<file path="src/rtl/isa_io_pkg.sv">
package isa_io_pkg;
    localparam int ADDR_W   = 10;
    localparam int DATA_W   = 8;
    localparam int SYNC_DEP = 2;

    typedef enum logic [1:0] {
        ST_IDLE  = 2'd0,
        ST_WRITE = 2'd1,
        ST_READ  = 2'd2
    } cyc_state_t;
endpackage

</file>
<file path="src/rtl/strobe_sync.sv">
module strobe_sync #(
    parameter int    WIDTH  = 2,
    parameter int    STAGES = 2,
    parameter logic  IDLE_V = 1'b1
) (
    input  logic             clk,
    input  logic             rst_n,
    input  logic [WIDTH-1:0] d,
    output logic [WIDTH-1:0] q
);
    localparam int LAST = STAGES - 1;

    for (genvar b = 0; b < WIDTH; b++) begin : g_bit
        logic [STAGES-1:0] chain;
        always_ff @(posedge clk or negedge rst_n) begin
            if (!rst_n) chain <= {STAGES{IDLE_V}};
            else        chain <= {chain[STAGES-2:0], d[b]};
        end
        assign q[b] = chain[LAST];
    end
endmodule

</file>
<file path="src/rtl/io_addr_match.sv">
module io_addr_match #(
    parameter int          AW        = 10,
    parameter logic [9:0]  PORT_ADDR = 10'h31F,
    parameter logic [9:0]  WIN_LO    = 10'h300,
    parameter logic [9:0]  WIN_HI    = 10'h31F
) (
    input  logic [AW-1:0] addr,
    input  logic          aen,
    output logic          hit
);
    localparam logic [AW-1:0] PORT_A = AW'(PORT_ADDR);
    localparam bit IN_WINDOW = (PORT_ADDR >= WIN_LO) && (PORT_ADDR <= WIN_HI);

    always_comb begin
        hit = IN_WINDOW && !aen && (addr == PORT_A);
    end
endmodule

</file>
<file path="src/rtl/io_cycle_fsm.sv">
module io_cycle_fsm
    import isa_io_pkg::*;
(
    input  logic clk,
    input  logic rst_n,
    input  logic rd_req,
    input  logic wr_req,
    input  logic rd_hit,
    input  logic wr_hit,
    output logic capture,
    output logic drive_en
);
    cyc_state_t state, nxt;

    always_comb begin
        nxt = state;
        unique case (state)
            ST_IDLE: begin
                if (wr_req && wr_hit)      nxt = ST_WRITE;
                else if (rd_req && rd_hit) nxt = ST_READ;
            end
            ST_WRITE: if (!wr_req) nxt = ST_IDLE;
            ST_READ:  if (!rd_req) nxt = ST_IDLE;
            default:  nxt = ST_IDLE;
        endcase
    end

    always_ff @(posedge clk or negedge rst_n) begin
        if (!rst_n) state <= ST_IDLE;
        else        state <= nxt;
    end

    always_comb begin
        capture  = 1'b0;
        drive_en = 1'b0;
        unique case (state)
            ST_IDLE:  ;
            ST_WRITE: capture  = !wr_req && wr_hit;
            ST_READ:  drive_en = rd_hit;
            default:  ;
        endcase
    end
endmodule

</file>
<file path="src/rtl/isa_proto_io.sv">
module isa_proto_io
    import isa_io_pkg::*;
#(
    parameter int         AW       = ADDR_W,
    parameter int         DW       = DATA_W,
    parameter logic [9:0] OUT_ADDR = 10'h31F,
    parameter logic [9:0] IN_ADDR  = 10'h31E
) (
    input  logic          clk,
    input  logic          rst_n,
    input  logic [AW-1:0] bus_addr,
    input  logic          bus_aen,
    input  logic          bus_ior_n,
    input  logic          bus_iow_n,
    input  logic [DW-1:0] bus_data_in,
    output logic [DW-1:0] bus_data_out,
    output logic          bus_data_oe,
    input  logic [DW-1:0] in_pins,
    output logic [DW-1:0] out_pins
);
    logic [1:0]    strb_n_s;
    logic          rd_req, wr_req, rd_hit, wr_hit, capture, drive_en;
    logic [DW-1:0] out_q;

    strobe_sync #(.WIDTH(2), .STAGES(SYNC_DEP), .IDLE_V(1'b1)) u_sync (
        .clk(clk), .rst_n(rst_n),
        .d({bus_iow_n, bus_ior_n}), .q(strb_n_s)
    );
    assign rd_req = !strb_n_s[0];
    assign wr_req = !strb_n_s[1];

    io_addr_match #(.AW(AW), .PORT_ADDR(OUT_ADDR)) u_wr_dec (
        .addr(bus_addr), .aen(bus_aen), .hit(wr_hit)
    );
    io_addr_match #(.AW(AW), .PORT_ADDR(IN_ADDR)) u_rd_dec (
        .addr(bus_addr), .aen(bus_aen), .hit(rd_hit)
    );

    io_cycle_fsm u_fsm (
        .clk(clk), .rst_n(rst_n),
        .rd_req(rd_req), .wr_req(wr_req),
        .rd_hit(rd_hit), .wr_hit(wr_hit),
        .capture(capture), .drive_en(drive_en)
    );

    always_ff @(posedge clk or negedge rst_n) begin
        if (!rst_n)       out_q <= '0;
        else if (capture) out_q <= bus_data_in;
    end

    assign out_pins     = out_q;
    assign bus_data_oe  = drive_en;
    assign bus_data_out = drive_en ? in_pins : '0;
endmodule

</file>
<file path="config.mk">
export PLATFORM = sky130hd
export DESIGN_NAME = isa_proto_io
export DESIGN_NICKNAME = d
export VERILOG_FILES = /design/src/rtl/isa_io_pkg.sv /design/src/rtl/strobe_sync.sv /design/src/rtl/io_addr_match.sv /design/src/rtl/io_cycle_fsm.sv /design/src/rtl/isa_proto_io.sv
export SDC_FILE = /design/constraint.sdc
export NUM_CORES = 1
export LEC_CHECK = 0
export ABC_AREA = 1
export BUFFER_PORTS_ARGS = -buffer_cell sky130_fd_sc_hd__buf_4
export CORE_MARGIN = 2
export CORE_UTILIZATION = 30
export DETAILED_ROUTE_END_ITERATION = 6
export HOLD_SLACK_MARGIN = 0.02
export PLACE_DENSITY = 0.67
export SYNTH_ARGS = -nofsm -noshare
export SYNTH_HDL_FRONTEND = slang
export SYNTH_HIERARCHICAL = 1
export SYNTH_SLANG_ARGS = --single-unit
</file>
<file path="constraint.sdc">
create_clock -name clk -period 1.5 [get_ports clk]
set_input_delay 0.15 -clock clk [delete_from_list [all_inputs] [get_ports clk]]
set_output_delay 0.15 -clock clk [all_outputs]
set_load 0.03 [all_outputs]
</file>
# After elaboration in Yosys (flattened, before gate mapping)
# Index checks and enable logic that the tools add are counted.
dict set report totals {
  register_bits 14
  in_bits 31
  output_inout_bits 17
}
dict set report op_classes {
  n_eq_ne 7
  mux 8
  n_reduce_logical 10
}
# operator count
set ops {}
lappend ops {{$eq 10x10->1 const B} 2}
lappend ops {{$mux 2} 4}
lappend ops {{$mux 8} 1}
lappend ops {{$pmux 2 s3} 1}
lappend ops {{$logic_and 1x1->1} 5}
lappend ops {{$ne 2x2->1 const B} 2}
lappend ops {{$logic_not 1->1} 3}
lappend ops {{$ne 3x1->1 const B} 1}
lappend ops {{$reduce_and 3->1} 1}
lappend ops {{$eq 2x1->1 const B} 1}
lappend ops {{$eq 2x2->1 const B} 1}
lappend ops {{$logic_not 2->1} 1}
lappend ops {{$mux 1} 2}

# Longest topological paths before layout
# Gate-level depths: netlist of the first run.
dict set report logic_depth {
  ltp_word 6
  ltp_mapped 11
}

# By module
# Netlist of the first run, hierarchy kept.
# module instances cells_each area_each_um2
set by_module_without_submodules {}
lappend by_module_without_submodules {isa_proto_io 1 53 385.4}
lappend by_module_without_submodules {io_cycle_fsm 1 20 133.9}
lappend by_module_without_submodules {strobe_sync 1 6 120.1}
lappend by_module_without_submodules {{io_addr_match (u_rd_dec)} 1 13 55.1}
lappend by_module_without_submodules {{io_addr_match (u_wr_dec)} 1 12 51.3}

# Worst setup path before layout of the first run
# OpenSTA, ideal clock, no wires.
dict set report synth_path {
  path_kind {reg-to-output}
  from {register u_fsm.state[0]}
  to {output bus_data_out[1]}
  arrival_ps 1275
  required_ps 1350
  slack_ps 75
  stages_incl_launch_ff 6
  path_buffers 1
  cell_sequence {dfrtp_1 -> inv_1 -> and3_1 -> buf_2 -> nand2_1 -> inv_1}
}
dict set report synth_via {
  elab_chain_len 3
}
# item line
set synth_lines {}
lappend synth_lines {{from (decl)} io_cycle_fsm.sv:13} ;# cyc_state_t state, nxt;
lappend synth_lines {{from (signal assigned)} io_cycle_fsm.sv:30} ;# else state <= nxt;
lappend synth_lines {{$eq 2x2->1} io_cycle_fsm.sv:36} ;# unique case (state)
lappend synth_lines {{$mux 1} io_cycle_fsm.sv:36}
lappend synth_lines {{net bus_data_oe} isa_proto_io.sv:17} ;# output logic bus_data_oe,
lappend synth_lines {{$mux 8} isa_proto_io.sv:53} ;# assign bus_data_out = drive_en ? in_pins : '0;
lappend synth_lines {{to (decl)} isa_proto_io.sv:16} ;# output logic [DW-1:0] bus_data_out,
# The timed path passes the listed nets, and every way through them passes these cells.

# Worst setup path after layout of the first run
dict set report layout_path {
  from {register u_fsm.state[0]}
  to {output bus_data_out[7]}
}
dict set report layout_via {
  elab_chain_len 3
}
# item line
set layout_lines {}
lappend layout_lines {{$eq 2x2->1} io_cycle_fsm.sv:36}
lappend layout_lines {{$mux 1} io_cycle_fsm.sv:36}
lappend layout_lines {{$mux 8} isa_proto_io.sv:53}
# No other way between the ends.

==> flow_summary.ini, run 1 <==
[critical_path]
cp_slowest_stage_delay_ps = 410
crit_family = flip-flops
crit_path_max_fanout = 9
required_ps = 1350
crit_chain = inv_1 > and3_4 > nand2_1 > inv_2 > buf_4
cp_num_buf_inv = 3
cp.arrival_ps = 1260
cp-start-kind = flop
crit_type = flop to output port
critical_path.endpoint_type = output port
crit_slowest_cell = dfrtp_1

[logic_synthesis]
synth_compound_area_frac = 0.01007
yosysWarnings = 6
synthDistinctLibCells = 16
synth_area_leader_cell = dfrtp_1
synth_xor_area_frac = 0
synthDominantCellAreaShare = 0.3356
ys_ff_latch = 14
synthMuxAreaShare = 0
yosys.area_share.simple = 0.3557
synthAdderAreaFrac = 0
syn-cell-area_um2 = 745.7
synth_area_per_cell_um2 = 7.170
ys_top_cells_by_area = dfrtp_1 (34%), nand2_1 (24%), dfstp_2 (14%), inv_1 (8.1%), nor2_1 (4.0%)
ys_seq_area_frac = 0.4765
synth_nets = 135
synth_top_family_by_area = simple AND/OR/NAND/NOR gates
syn_inst = 104

[route]
first_iter_violations = 7
drtPass1Iterations = 4
drc_errors = 0
avgViaCountPerCell = 4.091
num_vias = 761
drt_wl_total_mm = 1.652
wl_per_cell_um = 8.882
final_antenna_net_count = 0

[floorplanning]
die_h_um = 53.86
fp.dieW_um = 53.86
io_pins = 48
core_area_um2 = 2410
initial_utilization = 0.3094
row_count = 18
dieArea_um2 = 2900

[min_path]
min_path_type = input pin to flop

[sta]
period_minus_slack_ps = 1412
maxSlewViolCount = 0
worst_slew_margin_rel = 0.8567
fin_setup_tns_ps = 0
max_slew.worst_pin.slew_ps = 213.2
fmax_ghz = 0.7082
fin_crit_sh = 0.9413
finClkSkew_ps = 5.506
hold_viol_final = 0
final-setup-viol-count = 0

[global_route]
grt_use_total = 0.1133
grt_max_degree = 15
antenna_found_initial = 0
first_global_vias = 599
grt_pass1_wl_mm = 2.373
grt-ovfl-total = 0

[clock_network]
cts_num_sinks = 14
clock_latency_ps = 270
cts_tree = built
cts_buffers = 3
cts_root_buf = clkbuf_4
path_clk_slew_ps = 80
htreeDepth = 1
ctsLongestPathBuffers = 2

[layout]
layout.cells.most_common = buf_4
drive_above_1_share = 0.4231
fin_nets = 188
layout_common_cells = buf_4 (49), nand2_1 (47), inv_1 (16), dfrtp_1 (10), nor2_1 (8)
n_antenna_cell = 0
area_delta_synth_final_pct = 59.73

[placement]
gp_congestion = 0.6567
dpl.hpwl_mm = 1.332
portBuffers = 47

[power]
total_power_mw = 0.7784
leakage_nw = 0.7237
peakVddDrop_v = 0.0005500
p_per_area_nw_per_um2 = 653.5

[outcome]
status = completed

[job]
maxCapViolCount = 0
[cell usage after synthesis (all sizes together)]
library cell  count
and3              1
buf               4
dfrtp            10
dfstp             4
inv              21
nand2            47
nand3             4
nand3b            2
nor2             10
o31ai             1
[state kept, by name, summed over array words and instances (netlist names)]
signal              cells
u_fsm/state             2
u_sync/g_bit.chain      4
out_pins                8
[final timing paths]
| kind | from | to | slack [ps] | cells after the start |
|---|---|---|---|---|
| min reg2reg | u_sync/g_bit[1].chain[0] | u_sync/g_bit[1].chain[1] | 360 | 0 |
| min | bus_data_in[0] | out_pins[0] | 70 | 3 |
| max in group asynchronous | rst_n | u_sync/g_bit[1].chain[1] | 1030 | 2 |
| min in group asynchronous | rst_n | u_fsm/state[1] | 240 | 2 |
| max | u_fsm/state[0] | bus_data_out[7] | 90 | 5 |
| max reg2reg | u_fsm/state[1] | out_pins[3] | 360 | 7 |
[cells by family (layout without fill, tap and decap cells)]
group	Yosys count	in the layout
DFF	14	14
AOI/OAI and AO/OA	1	1
and+or+nand+nor	64	64
buffers and inverters	25	77
[stage by stage]
step / cells / hold slack, ps / setup slack [ps] / utilization / area (µm²)
final: 186 / 71.28 / 88.05 / 0.4943 / 1191
after global routing: 186 / 54.29 / -5.074 / 0.4943 / 1191
after CTS: 185 / 70.35 / 2.381 / 0.4896 / 1180
after detailed placement: 178 / 4.741 / 97.04 / 0.4616 / 1112
after global placement: 178 / 3.094 / 149.9 / 0.4616 / 1112
after floorplan: 104 / -145.6 / 75.35 / - / 745.7
[final cells by class]
cell class                 instances  area [µm²]
inverter                          21       86.33
fill                             221        1219
sequential                        14       355.3
timing repair buffer              52       397.9
tap                               30       37.54
multi-input combinational         65       277.8
clock buffer                       4       36.28
[worst reg2reg max path: stages (launching register included)]
cell	delay, ps
dfrtp_1	430
inv_1	100
nand3_1	70
nor2_1	90
buf_4	190
inv_8	50
nand2_1	50
nand2_1	50
[where the power goes]
| group | switching, mW | leakage, nW | total, mW | internal (mW) |
|---|---|---|---|---|
| combinational | 0.0472 | 0.521 | 0.118 | 0.0705 |
| sequential | 0.00894 | 0.181 | 0.401 | 0.392 |
| clock | 0.112 | 0.0210 | 0.259 | 0.147 |
| total | 0.168 | 0.724 | 0.778 | 0.610 |
[repair_timing]
item                                   CTS  global route
hold buffers                             3             0
gates resized for setup                  1             1
buffers inserted                         0             1
setup endpoints to repair                8             8
endpoints found under the hold margin   16             0
[layer usage]
| layer | vias up | share of wire | track usage |
|---|---|---|---|
| met3 | 2 | 0.10 | 0.02222 |
| li1 | 401 | - | - |
| met4 | 0 | 0.010 | 0.06410 |
| met1 | 321 | 0.43 | 0.1382 |
| met5 | - | 0 | 0 |
| met2 | 37 | 0.45 | 0.1850 |
Power figures use the tool's default switching activity.
==> run 2: changes to the inputs <==
- clock period: 1.5 -> 1.35 ns (I/O delays scaled with it)
==> run 2 against run 1 <==
First-iteration DRC count up 29%; worst hold slack got worse by 12 ps; critical path type unchanged; setup slack worse by 52 ps; via count rose by 2.9%; largest cell class unchanged; non-clock buffer count grew 2; die area unchanged.
==> flow_summary.ini, run 2 (synthesized netlist as in run 1, its figures left out) <==
[clock_network]
cts_num_sinks = 14
cts_buffers = 3
clock_latency_ps = 270
path_clk_slew_ps = 80
cts_tree = built
ctsLongestPathBuffers = 2
cts_root_buf = clkbuf_4
htreeDepth = 1

[layout]
final_area_um2 = 1264
n_antenna_cell = 0
fillers = 225
layout_common_cells = nand2_1 (46), buf_4 (41), inv_1 (15), dfrtp_1 (10), buf_6 (9)
fin_nets = 191
layout.cells.most_common = nand2_1
largest_reg_flops = 8
multiInputGateArea_um2 = 304.0
area_delta_synth_final_pct = 69.46
final-seq-area_um2 = 355.3
drive_above_1_share = 0.4591

[critical_path]
crit_type = flop to output port
crit_slowest_cell = dfrtp_1
required_ps = 1220
critical_path.endpoint_type = output port
crit_path_max_fanout = 5
crit_family = flip-flops
crit_chain = inv_2 > and3_4 > nand2_1 > inv_1 > buf_6
cp-start-kind = flop
cp.arrival_ps = 1180
cp_num_buf_inv = 3
cp_slowest_stage_delay_ps = 400

[power]
leakage_nw = 0.7453
p_switching_mw = 0.1858
p_clk_frac = 0.325
sw_frac_of_total = 0.2131
p_int_mw = 0.6860
seqPwrFrac = 0.508
total_power_mw = 0.8717
combPwrFrac = 0.168
p_per_area_nw_per_um2 = 689.8
peakVddDrop_v = 0.0006218

[global_route]
grt_pass1_wl_mm = 2.608
antenna_found_initial = 0
first_global_vias = 711
grt_max_degree = 15
grt-ovfl-total = 0
grt_use_total = 0.1214

[floorplanning]
fp.dieW_um = 53.86
dieArea_um2 = 2900
row_count = 18
io_pins = 48
initial_utilization = 0.3094
core_area_um2 = 2410
die_h_um = 53.86

[route]
drt_wl_total_mm = 1.739
first_iter_violations = 9
final_antenna_net_count = 0
wl_per_cell_um = 9.201
drc_errors = 0
drtPass1Iterations = 4
num_vias = 783
avgViaCountPerCell = 4.143

[sta]
rsz0062_at_grt = true
fmax_ghz = 0.7613
max_slew.worst_pin.slew_ps = 220.1
timing.final.ws_setup_ps = 36.49
finClkSkew_ps = 2.211
final-setup-viol-count = 0
maxSlewViolCount = 0
hold_viol_final = 0
fin_crit_sh = 0.9730
period_minus_slack_ps = 1314
worst_slew_margin_rel = 0.8520

[placement]
post_dp_cell_area_um2 = 1114
dpl.hpwl_mm = 1.284
portBuffers = 47
gp_congestion = 0.7843
pre_cts_slack_ps = 48.01

[outcome]
status = completed

[job]
maxCapViolCount = 0

[min_path]
min_path_type = input pin to flop
==> run 2: cell types whose count changed in the layout (fill, tap and decap cells not counted), sizes merged <==
cell	previous run	this run
and3	1	2
buf	49	51
==> run 2: final timing paths <==
check / start / to / slack [ps] / cells past startpoint
max: u_fsm/state[0] / bus_data_out[2] / 40 / 5
min: bus_data_in[3] / out_pins[3] / 60 / 3
max reg2reg: u_fsm/state[1] / out_pins[2] / 110 / 8
min reg2reg: u_sync/g_bit[1].chain[0] / u_sync/g_bit[1].chain[1] / 360 / 0
max in group asynchronous: rst_n / u_sync/g_bit[0].chain[1] / 880 / 2
min in group asynchronous: rst_n / out_pins[5] / 240 / 2
==> run 2: worst register-to-register path, delay by kind of cell, from the launching register on <==
family,cells,cell delay (ps)
buffers and inverters,4,430
DFF,1,400
and+or+nand+nor,4,310
==> run 2: metrics by stage <==
| step | cells | util | hold WS, ps | setup TNS (ps) |
|---|---|---|---|---|
| CTS | 188 | 0.5021 | 55.98 | 0 |
| finish | 189 | 0.5244 | 59.67 | 0 |
| global placement | 178 | 0.4621 | -11.06 | 0 |
| global route | 189 | 0.5244 | 68.88 | -175.9 |
| floorplan | 104 | - | -160.6 | 0 |
| detailed placement | 178 | 0.4621 | -10.42 | 0 |
==> run 2: final cells by class <==
cell class	count	area share
Sequential cell	14	0.2812
Tap cell	30	0.02970
Clock buffer	4	0.02871
Inverter	21	0.06832
Timing Repair Buffer	54	0.3515
Multi-Input combinational cell	66	0.2406
==> run 2: power groups by stage <==
stage / Clock (mW) / Sequential (mW) / Combinational [mW]
final: 0.283 / 0.443 / 0.146
after global routing: 0.312 / 0.445 / 0.163
after CTS: 0.294 / 0.444 / 0.145
after detailed placement: 0 / 0.453 / 0.124
after global placement: 0 / 0.453 / 0.120
after floorplan: 0 / 0.451 / 0.0441
==> run 2: what timing repair did <==
action                                  4_1_cts  5_1_grt
endpoints found under the setup margin        9       13
setup buffers                                 2        0
pin swaps                                     0        1
gates cloned                                  1        1
gates resized for setup                       3       13
hold buffers                                  3        0
endpoints found under the hold margin        16        0
==> run 2: layer usage <==
| layer | share of wire | vias up | global-route usage |
|---|---|---|---|
| li1 | - | 412 | - |
| met4 | 0 | 0 | 0.05128 |
| met1 | 0.41 | 328 | 0.1243 |
| met2 | 0.46 | 43 | 0.2337 |
| met5 | 0 | - | 0 |
| met3 | 0.12 | 0 | 0.02500 |
==> run 3: changes to the inputs <==
- CTS_BUF_LIST: default -> sky130_fd_sc_hd__clkbuf_16
==> run 3 against run 2 <==
Clock power up 92%; global-route usage up 0.059 points; flip-flop and latch count unchanged; final area down 1.8%; clock skew decreased by 1.8 ps; cell count decreased by 1.1%; core utilization shrank 0.93 points; first-iteration DRC count decreased by 11%; via count fell by 2.8%; largest power group is now clock; combinational power decreased by 10%; critical path depth decreased by 1; routed wire length shrank 1.7%.
==> flow_summary.ini, run 3 (synthesized netlist as in run 1, its figures left out) <==
[outcome]
status = completed

[critical_path]
cp.arrival_ps = 1170
required_ps = 1220
cp-start-kind = flop
cp_num_buf_inv = 2
critical_path.endpoint_type = output port
crit_type = flop to output port
crit_path_max_fanout = 6
cp_slowest_stage_delay_ps = 420
crit_chain = and3_2 > nand2_1 > inv_1 > buf_4
crit_family = flip-flops
crit_slowest_cell = dfrtp_1

[global_route]
grt_use_total = 0.1220
antenna_found_initial = 0
grt_pass1_wl_mm = 2.539
grt_max_degree = 15
first_global_vias = 695
grt-ovfl-total = 0

[route]
wl_per_cell_um = 9.139
drtPass1Iterations = 4
final_antenna_net_count = 0
drc_errors = 0
num_vias = 761
drt_wl_total_mm = 1.709
first_iter_violations = 8
avgViaCountPerCell = 4.070

[placement]
gp_congestion = 0.7843
portBuffers = 47
pre_cts_slack_ps = 48.01
dpl.hpwl_mm = 1.284
dp_cells = 178

[power]
total_power_mw = 1.122
p_clk_frac = 0.483
p_int_mw = 0.9062
p_per_area_nw_per_um2 = 903.7
peakVddDrop_v = 0.0008056
combPwrFrac = 0.116
sw_frac_of_total = 0.1921
p_switching_mw = 0.2155
leakage_nw = 0.7471
seqPwrFrac = 0.400

[sta]
fin_crit_sh = 0.9694
final-setup-viol-count = 0
maxSlewViolCount = 0
timing.final.ws_setup_ps = 41.34
hold_viol_final = 0
worst_slew_margin_rel = 0.8511
finClkSkew_ps = 0.4453
period_minus_slack_ps = 1309
rsz0062_at_grt = true
max_slew.worst_pin.slew_ps = 221.5
fmax_ghz = 0.7641

[clock_network]
cts_num_sinks = 14
path_clk_slew_ps = 40
cts_buffers = 3
ctsLongestPathBuffers = 2
htreeDepth = 1
cts_root_buf = clkbuf_16
cts_tree = built
clock_latency_ps = 240

[min_path]
min_path_type = input pin to flop

[layout]
largest_reg_flops = 8
layout.cells.most_common = buf_4
fin_nets = 189
n_antenna_cell = 0
layout_common_cells = buf_4 (49), nand2_1 (47), inv_1 (15), dfrtp_1 (10), nor2_1 (8)
finalNonFillerCells = 187
fillers = 237
fin_util = 0.5151
drive_above_1_share = 0.4268
area_delta_synth_final_pct = 66.44

[floorplanning]
dieArea_um2 = 2900
row_count = 18
fp.dieW_um = 53.86
initial_utilization = 0.3094
io_pins = 48
die_h_um = 53.86
core_area_um2 = 2410

[job]
maxCapViolCount = 0
==> run 3: through the flow <==
step	instance area [µm²]	hold WS (ps)	setup TNS, ps
final	1241	95.31	0
after global routing	1241	115.8	-7.717
after CTS	1234	91.78	0
after detailed placement	1114	-10.42	0
after global placement	1114	-11.06	0
after floorplan	747.0	-160.6	0
==> run 3: power by group through the flow <==
| stage | Sequential, mW | Combinational [mW] | Clock, mW |
|---|---|---|---|
| 4_1_cts | 0.447 | 0.132 | 0.561 |
| 6_report | 0.449 | 0.131 | 0.542 |
| 3_3_place_gp | 0.453 | 0.120 | 0 |
| 3_5_place_dp | 0.453 | 0.124 | 0 |
| 2_1_floorplan | 0.451 | 0.0441 | 0 |
| 5_1_grt | 0.450 | 0.146 | 0.577 |
==> run 3: path summary, 6_finish.rpt <==
check	slack, ps	to	startpoint	depth (start not counted)
worst max-delay path	40	bus_data_out[1]	u_fsm/state[1]	4
max in group asynchronous	840	u_sync/g_bit[1].chain[1]	rst_n	2
worst max register to register	200	out_pins[7]	u_fsm/state[1]	7
worst min-delay path	100	out_pins[7]	bus_data_in[7]	3
min in group asynchronous	270	out_pins[5]	rst_n	2
worst min register to register	350	u_sync/g_bit[1].chain[1]	u_sync/g_bit[1].chain[0]	0
==> run 3: cell type report <==
type | instances | area [µm²] | share of cell area
Multi-Input combinational cell | 66 | 285.3 | 0.2298
Inverter | 21 | 86.33 | 0.06956
Clock buffer | 3 | 75.07 | 0.06048
Timing Repair Buffer | 52 | 397.9 | 0.3206
Clock inverter | 1 | 3.754 | 0.003024
Sequential cell | 14 | 355.3 | 0.2863
Tap cell | 30 | 37.54 | 0.03024
==> run 3: worst reg2reg max path, cell delays in order, from the launching register on <==
cell and delay [ps]:
dfrtp_1 420, inv_1 110, nand3_1 70, nor2_1 90, buf_4 200, inv_8 50
nand2_1 60, nand2_1 40
==> run 3: repair_timing <==
item / CTS / global route
gates cloned: 0 / 1
setup buffers: 1 / 0
endpoints found under the hold margin: 16 / 0
hold buffers: 3 / 0
endpoints found under the setup margin: 8 / 8
pin swaps: 0 / 0
gates resized for setup: 1 / 1
==> run 3: routing by layer <==
layer  vias up  routed length, µm  global-route usage  share of wire
li1        406                  -                   -              -
met4         0                  0             0.07692              0
met2        45                797              0.2297           0.47
met1       310                689              0.1173           0.40
met3         0                222             0.02778           0.13
met5         -                  0                   0              0
